==> config.mk <==
export PLATFORM = sky130hd
export DESIGN_NAME = cpu_irq_if
export DESIGN_NICKNAME = d
export VERILOG_FILES = /design/src/rtl/cpu_irq_if_pkg.sv /design/src/rtl/cpu_irq_if_regs.sv /design/src/rtl/cpu_irq_if_active.sv /design/src/rtl/cpu_irq_if_gate.sv /design/src/rtl/cpu_irq_if.sv
export SDC_FILE = /design/constraint.sdc
export NUM_CORES = 1
export LEC_CHECK = 0
export BUFFER_PORTS_ARGS = -buffer_cell sky130_fd_sc_hd__buf_2
export CAP_MARGIN = 20
export CORE_AREA = 2 2 225 227
export DETAILED_ROUTE_END_ITERATION = 7
export DIE_AREA = 0 0 227 229
export PLACE_DENSITY_LB_ADDON = 0.3
export REMOVE_ABC_BUFFERS = 1
export SLEW_MARGIN = 30
export SYNTH_ARGS = -nofsm -noshare
export SYNTH_HDL_FRONTEND = slang
export SYNTH_SLANG_ARGS = --single-unit
==> constraint.sdc <==
create_clock -name clk -period 11.35 [get_ports clk]
set_input_delay 2.8375 -clock clk [delete_from_list [all_inputs] [get_ports clk]]
set_output_delay 2.8375 -clock clk [all_outputs]
set_load 0.02 [all_outputs]
==> src/rtl/cpu_irq_if_pkg.sv <==
package cpu_irq_if_pkg;
   localparam int ID_W        = 10;
   localparam int SGI_COUNT   = 16;
   localparam int SPURIOUS_ID = 1023;
   localparam int OFS_CTRL    = 'h00;
   localparam int OFS_THRESH  = 'h04;
   localparam int OFS_CLAIM   = 'h0C;
   localparam int OFS_DONE    = 'h10;
endpackage

==> src/rtl/cpu_irq_if_regs.sv <==
module cpu_irq_if_regs
   import cpu_irq_if_pkg::*;
#(
   parameter int ADDR_W = 5,
   parameter int DATA_W = 32,
   parameter int PRIO_W = 8
) (
   input  logic              clk,
   input  logic              rst,
   input  logic              bus_req,
   input  logic              bus_we,
   input  logic [ADDR_W-1:0] bus_addr,
   input  logic [DATA_W-1:0] bus_wdata,
   input  logic [DATA_W-1:0] claim_word,
   output logic [DATA_W-1:0] bus_rdata,
   output logic              ctrl_en,
   output logic [PRIO_W-1:0] prio_mask,
   output logic              claim_rd,
   output logic              done_wr,
   output logic [ID_W-1:0]   done_id
);
   localparam logic [ADDR_W-1:0] A_CTRL   = ADDR_W'(OFS_CTRL);
   localparam logic [ADDR_W-1:0] A_THRESH = ADDR_W'(OFS_THRESH);
   localparam logic [ADDR_W-1:0] A_CLAIM  = ADDR_W'(OFS_CLAIM);
   localparam logic [ADDR_W-1:0] A_DONE   = ADDR_W'(OFS_DONE);

   if (ADDR_W < 5) begin : g_bad_addr
      $error("cpu_irq_if_regs: ADDR_W too small for register map");
   end
   if (DATA_W < PRIO_W || DATA_W < ID_W) begin : g_bad_data
      $error("cpu_irq_if_regs: DATA_W too narrow");
   end

   assign claim_rd = bus_req && !bus_we && (bus_addr == A_CLAIM);
   assign done_wr  = bus_req &&  bus_we && (bus_addr == A_DONE);
   assign done_id  = bus_wdata[ID_W-1:0];

   always_ff @(posedge clk) begin
      if (rst) begin
         ctrl_en   <= 1'b0;
         prio_mask <= '0;
         bus_rdata <= '0;
      end else if (bus_req) begin
         if (bus_we) begin
            if (bus_addr == A_CTRL) begin
               ctrl_en <= bus_wdata[0];
            end else if (bus_addr == A_THRESH) begin
               prio_mask <= bus_wdata[PRIO_W-1:0];
            end
         end else begin
            if (bus_addr == A_CTRL) begin
               bus_rdata <= DATA_W'(ctrl_en);
            end else if (bus_addr == A_THRESH) begin
               bus_rdata <= DATA_W'(prio_mask);
            end else if (bus_addr == A_CLAIM) begin
               bus_rdata <= claim_word;
            end else begin
               bus_rdata <= '0;
            end
         end
      end
   end
endmodule

==> src/rtl/cpu_irq_if_active.sv <==
module cpu_irq_if_active
   import cpu_irq_if_pkg::*;
#(
   parameter int MAX_ID = 510
) (
   input  logic            clk,
   input  logic            rst,
   input  logic            set_en,
   input  logic [ID_W-1:0] set_id,
   input  logic            clr_en,
   input  logic [ID_W-1:0] clr_id,
   input  logic [ID_W-1:0] probe_id,
   output logic            probe_active,
   output logic [MAX_ID:0] active_vec
);
   localparam int              IDX_W = $clog2(MAX_ID + 1);
   localparam logic [ID_W-1:0] MAX_V = ID_W'(MAX_ID);

   if (MAX_ID >= SPURIOUS_ID) begin : g_bad_max
      $error("cpu_irq_if_active: MAX_ID collides with spurious ID");
   end

   for (genvar i = 0; i <= MAX_ID; i++) begin : g_bit
      always_ff @(posedge clk) begin
         if (rst) begin
            active_vec[i] <= 1'b0;
         end else if (set_en && set_id == ID_W'(i)) begin
            active_vec[i] <= 1'b1;
         end else if (clr_en && clr_id == ID_W'(i)) begin
            active_vec[i] <= 1'b0;
         end
      end
   end

   always_comb begin
      probe_active = 1'b0;
      if (probe_id <= MAX_V) begin
         probe_active = active_vec[probe_id[IDX_W-1:0]];
      end
   end
endmodule

==> src/rtl/cpu_irq_if_gate.sv <==
module cpu_irq_if_gate
   import cpu_irq_if_pkg::*;
#(
   parameter int MAX_ID = 510,
   parameter int PRIO_W = 8,
   parameter int SRC_W  = 3,
   parameter int DATA_W = 32
) (
   input  logic              cand_valid,
   input  logic [ID_W-1:0]   cand_id,
   input  logic [PRIO_W-1:0] cand_prio,
   input  logic [SRC_W-1:0]  cand_src,
   input  logic              cand_active,
   input  logic              ctrl_en,
   input  logic [PRIO_W-1:0] prio_mask,
   output logic              eligible,
   output logic              irq,
   output logic [DATA_W-1:0] claim_word
);
   localparam logic [ID_W-1:0] MAX_V  = ID_W'(MAX_ID);
   localparam logic [ID_W-1:0] SPUR_V = ID_W'(SPURIOUS_ID);
   localparam logic [ID_W-1:0] SGI_V  = ID_W'(SGI_COUNT);

   if (DATA_W < ID_W + SRC_W) begin : g_bad_word
      $error("cpu_irq_if_gate: claim word too narrow");
   end

   logic [SRC_W-1:0] src_field;

   assign eligible = cand_valid && (cand_id <= MAX_V) && !cand_active
                     && (cand_prio < prio_mask);
   assign irq      = eligible && ctrl_en;

   if (SRC_W > 0) begin : g_src
      assign src_field = (eligible && cand_id < SGI_V) ? cand_src : '0;
   end else begin : g_nosrc
      assign src_field = '0;
   end

   always_comb begin
      claim_word                  = '0;
      claim_word[ID_W-1:0]        = eligible ? cand_id : SPUR_V;
      claim_word[ID_W +: SRC_W]   = src_field;
   end
endmodule

==> src/rtl/cpu_irq_if.sv <==
module cpu_irq_if
   import cpu_irq_if_pkg::*;
#(
   parameter int ADDR_W = 5,
   parameter int DATA_W = 32,
   parameter int PRIO_W = 8,
   parameter int SRC_W  = 3,
   parameter int MAX_ID = 510
) (
   input  logic              clk,
   input  logic              rst,
   input  logic              cand_valid,
   input  logic [ID_W-1:0]   cand_id,
   input  logic [PRIO_W-1:0] cand_prio,
   input  logic [SRC_W-1:0]  cand_src,
   input  logic              bus_req,
   input  logic              bus_we,
   input  logic [ADDR_W-1:0] bus_addr,
   input  logic [DATA_W-1:0] bus_wdata,
   output logic [DATA_W-1:0] bus_rdata,
   output logic              irq
);
   logic              ctrl_en;
   logic [PRIO_W-1:0] prio_mask;
   logic              claim_rd;
   logic              done_wr;
   logic [ID_W-1:0]   done_id;
   logic              eligible;
   logic              cand_active;
   logic [DATA_W-1:0] claim_word;
   logic [MAX_ID:0]   active_vec;

   cpu_irq_if_regs #(.ADDR_W(ADDR_W), .DATA_W(DATA_W), .PRIO_W(PRIO_W)) u_regs (
      .clk       (clk),
      .rst       (rst),
      .bus_req   (bus_req),
      .bus_we    (bus_we),
      .bus_addr  (bus_addr),
      .bus_wdata (bus_wdata),
      .claim_word(claim_word),
      .bus_rdata (bus_rdata),
      .ctrl_en   (ctrl_en),
      .prio_mask (prio_mask),
      .claim_rd  (claim_rd),
      .done_wr   (done_wr),
      .done_id   (done_id)
   );

   cpu_irq_if_active #(.MAX_ID(MAX_ID)) u_active (
      .clk         (clk),
      .rst         (rst),
      .set_en      (claim_rd && eligible),
      .set_id      (cand_id),
      .clr_en      (done_wr),
      .clr_id      (done_id),
      .probe_id    (cand_id),
      .probe_active(cand_active),
      .active_vec  (active_vec)
   );

   cpu_irq_if_gate #(.MAX_ID(MAX_ID), .PRIO_W(PRIO_W), .SRC_W(SRC_W),
                     .DATA_W(DATA_W)) u_gate (
      .cand_valid (cand_valid),
      .cand_id    (cand_id),
      .cand_prio  (cand_prio),
      .cand_src   (cand_src),
      .cand_active(cand_active),
      .ctrl_en    (ctrl_en),
      .prio_mask  (prio_mask),
      .eligible   (eligible),
      .irq        (irq),
      .claim_word (claim_word)
   );
endmodule

==> results by group <==
Status
  • Status: completed

STA
  • Slew Viols, Final: 0
  • Setup tns final: 0 ns
  • Worst-margin pin slew: 1.108 ns
  • F_max: 0.1025 GHz
  • Tmin final: 9.752 ns
  • RSZ-0062 raised after global routing: false
  • Relative slew slack: 0.2590
  • Final hold vios: 0
  • Crit share post-route: 0.8592
  • Fin Clk Skew: 0.01381 ns
  • Final setup violation count: 0

Floorplanning
  • Die area: 51980 sq um
  • Chip width: 227 um
  • Starting Density: 0.5413
  • Site Rows: 82
  • Die Span Y: 229 um
  • Core ar.: 49660 sq um
  • Num ports: 96

Global routing
  • Antenna violations before repair: 5
  • Global Route Usage Sum: 0.3499
  • Vias in the first global route: 23.72k
  • GRT overflow: 0
  • Largest net degree at the start of global routing: 221
  • Global-route wire length before repair: 140.9 mm

Place
  • Post-detailed-placement half-perimeter wirelength: 54.97 mm
  • Placed insts: 3528
  • Port Buffers: 54
  • Final Wtd Congestion: 0.9426

Power and ir drop
  • Net Sw Frac: 0.2443
  • Internal power: 2.992 mW
  • Comb pwr share: 0.061
  • Power Dens Cells: 137.1 nW/um^2
  • Seq pwr share: 0.473
  • Leakage: 9.886 nW
  • P_sw: 0.9671 mW
  • Clock power share: 0.466
  • Worst vdd ir: 0.09620 mV

Clock network
  • TritonCTS clock tree: yes
  • Inserted Clock Buffers: 55
  • Setup bufs post-CTS: 0
  • Clk sink count: 533
  • Maximum buffer depth of the clock tree: 3
  • Clock transition at the registers of the reported paths: 0.06 ns
  • Resized cells post-CTS: 0
  • CTS H-tree depth: 2
  • Root Driver: clkbuf_16
  • Worst-Skew Late Latency: 0.62 ns
  • CTS Hold Bufs: 0

Yosys
  • Mux share of post-synthesis cell area: 0.1109
  • Asr flop ratio synth: 0
  • Post-Synth Adder-Cell Area: 0.003259
  • Post-synthesis simple-gate area fraction: 0.1761
  • Seq/Total Area, Yosys: 0.3970
  • EDFF count, synth: 0
  • Main combinational cell family by area after synthesis: compound AO/OA/AOI/OAI gates
  • Mapped Area: 26880 sq um
  • Synthesized flop and latch total: 533
  • Predominant post-synthesis flop cell: dfxtp_1
  • Unique masters post-synth: 59
  • Synthesized instance count: 3090
  • XOR/XNOR Fraction of Synth Area: 0
  • Synth Warn #: 0
  • Syn avg cell area: 8.698 sq um
  • Compound-Gate Fraction of Synth Area: 0.2529

Routing
  • DRC Markers: 0
  • Vias: 24.84k
  • Initial DRC count: 3454
  • Routed wire length: 93.15 mm
  • Drt pass-1 iters: 6
  • DRT antenna net count: 0
  • Routed vias/inst: 6.838
  • Drt wl/cell: 25.65 um

Critical path
  • Worst path top cell family by delay: simple AND/OR/NAND/NOR gates
  • Crit-path slowest cell: nor2b_2
  • Worst-path maximum fanout: 27
  • Worst Path Buf+Inv: 4
  • Critical path type: primary input to output pin
  • WP data arrival: 6.91 ns
  • CP required: 8.51 ns
  • Worst-path cell chain: buf_2 -> nor2b_2 -> buf_4 -> a22oi_1 -> nand3_1 -> a41oi_1 -> or4_1 -> and3_1 -> nor3_4 -> buf_4 -> nand3b_2 -> nor2_1 -> buf_2
  • Worst setup EP type: output pin
  • Crit path largest cell delay: 0.69 ns
  • Kind of start point of the critical path: primary input

Cells and area
  • Share of layout cells above drive strength 1: 0.1022
  • Synth-to-layout area growth: 7.420%
  • Post-Layout Cell Count: 3632
  • Layout fillers: 4318
  • Register area: 10670 sq um
  • Area of the multi-input gates: 14780 sq um
  • Final #Nets: 2984

Min path
  • Hold Path Class: flop to flop

Job
  • Max-capacitance violation count: 0
## state kept, by name (all words and copies together) (netlist names)
register / cells
u_active.active_vec: 511
u_regs.bus_rdata: 13
u_regs.ctrl_en: 1
u_regs.prio_mask: 8
## power by group through the flow
stage	combinational (mW)	clock [mW]	sequential (mW)
6_report	0.243	1.84	1.87
5_1_grt	0.249	1.92	1.87
4_1_cts	0.230	1.84	1.87
3_5_place_dp	0.229	0	1.91
3_3_place_gp	0.225	0	1.91
2_1_floorplan	0.0880	0	1.91
## final cells by class
type,count,area share
tap,672,0.02912
sequential,533,0.3696
clock inverter,12,0.004160
clock buffer,86,0.05872
timing repair buffer,100,0.02405
inverter,15,0.001950
multi-input combinational,2209,0.5120
antenna,5,0.0004334
## cell usage in the layout, fill, tap and decap left out, types with 8 or more instances in the layout
master,synthesis,routed
conb_1,1,19
clkbuf_1,257,13
o31ai_1,247,247
nand4_1,15,15
mux2i_1,138,138
nand2_1,100,86
a2bb2oi_1,8,8
dfxtp_1,533,533
nor2b_1,472,469
inv_1,15,15
buf_2,48,51
clkbuf_8,0,17
o2bb2ai_1,8,8
nand2_2,0,12
buf_4,26,42
or4_1,26,26
o22ai_1,30,30
clkbuf_16,0,57
nand2b_1,19,19
mux4_2,68,68
a21oi_1,29,29
nor3_1,13,12
o21ai_1,17,17
nor2_1,46,45
nand3_1,74,68
a22oi_1,55,55
o41ai_1,14,14
and2_1,8,8
o21ai_0,708,708
## tightest hold or removal path, delay by kind of cell, from the launching register on
family | cells | cell delay, ns
AOI/OAI and AO/OA | 2 | 0.12
DFF | 1 | 0.31
## routing by layer
| metal | global-route usage | share of wire |
|---|---|---|
| met5 | 0 | 0.00027 |
| met3 | 0.06530 | 0.11 |
| met4 | 0.2067 | 0.059 |
| met1 | 0.4629 | 0.38 |
| met2 | 0.5324 | 0.44 |
## synthesized netlist by cell type, drive strengths merged, types with 14 or more instances
cell	n	share of area
o31ai	247	0.069
a22oi	55	0.015
nand2b	19	0.0044
nand4	15	0.0035
mux4	68	0.057
nor2	47	0.0067
clkbuf	257	0.036
o21ai	725	0.13
o22ai	30	0.0070
mux2i	138	0.051
buf	94	0.022
dfxtp	533	0.40
or4	27	0.0077
nand2	100	0.014
nor2b	472	0.11
nand3	74	0.014
inv	15	0.0021
a21oi	29	0.0054
o41ai	14	0.0046
nor3	14	0.0030
## logic make-up after synthesis
kind of cell	after synthesis
other cells	1
compound gates	1154
fa+ha+maj	7
buf+inv	366
flops	533
mux	212
simple gates	817
## stage by stage
| stage | utilization | hold slack, ns | setup slack (ns) | instance area (sq um) | power (mW) |
|---|---|---|---|---|---|
| 2_1_floorplan | - | 0.4399 | 2.125 | 25400 | 2.001 |
| 3_3_place_gp | 0.5422 | 0.4534 | 1.863 | 26920 | 2.137 |
| 3_5_place_dp | 0.5434 | 0.4625 | 1.820 | 26980 | 2.142 |
| 4_1_cts | 0.5799 | 0.4709 | 1.809 | 28800 | 3.946 |
| 5_1_grt | 0.5812 | 0.4980 | 1.584 | 28860 | 4.043 |
| 6_report | 0.5814 | 0.4727 | 1.598 | 28870 | 3.959 |
## path summary, 6_finish.rpt
kind,start,endpoint,slack [ns],cells after the start
worst min-delay path,u_active.active_vec[174]$_SDFFE_PP0P_,u_active.active_vec[174]$_SDFFE_PP0P_,0.47,2
worst min register to register,u_active.active_vec[174]$_SDFFE_PP0P_,u_active.active_vec[174]$_SDFFE_PP0P_,0.47,2
worst max-delay path,cand_id[1],irq,1.60,13
worst max register to register,u_active.active_vec[155]$_SDFFE_PP0P_,u_active.active_vec[206]$_SDFFE_PP0P_,7.20,10
(Power assumes the default switching activity.)
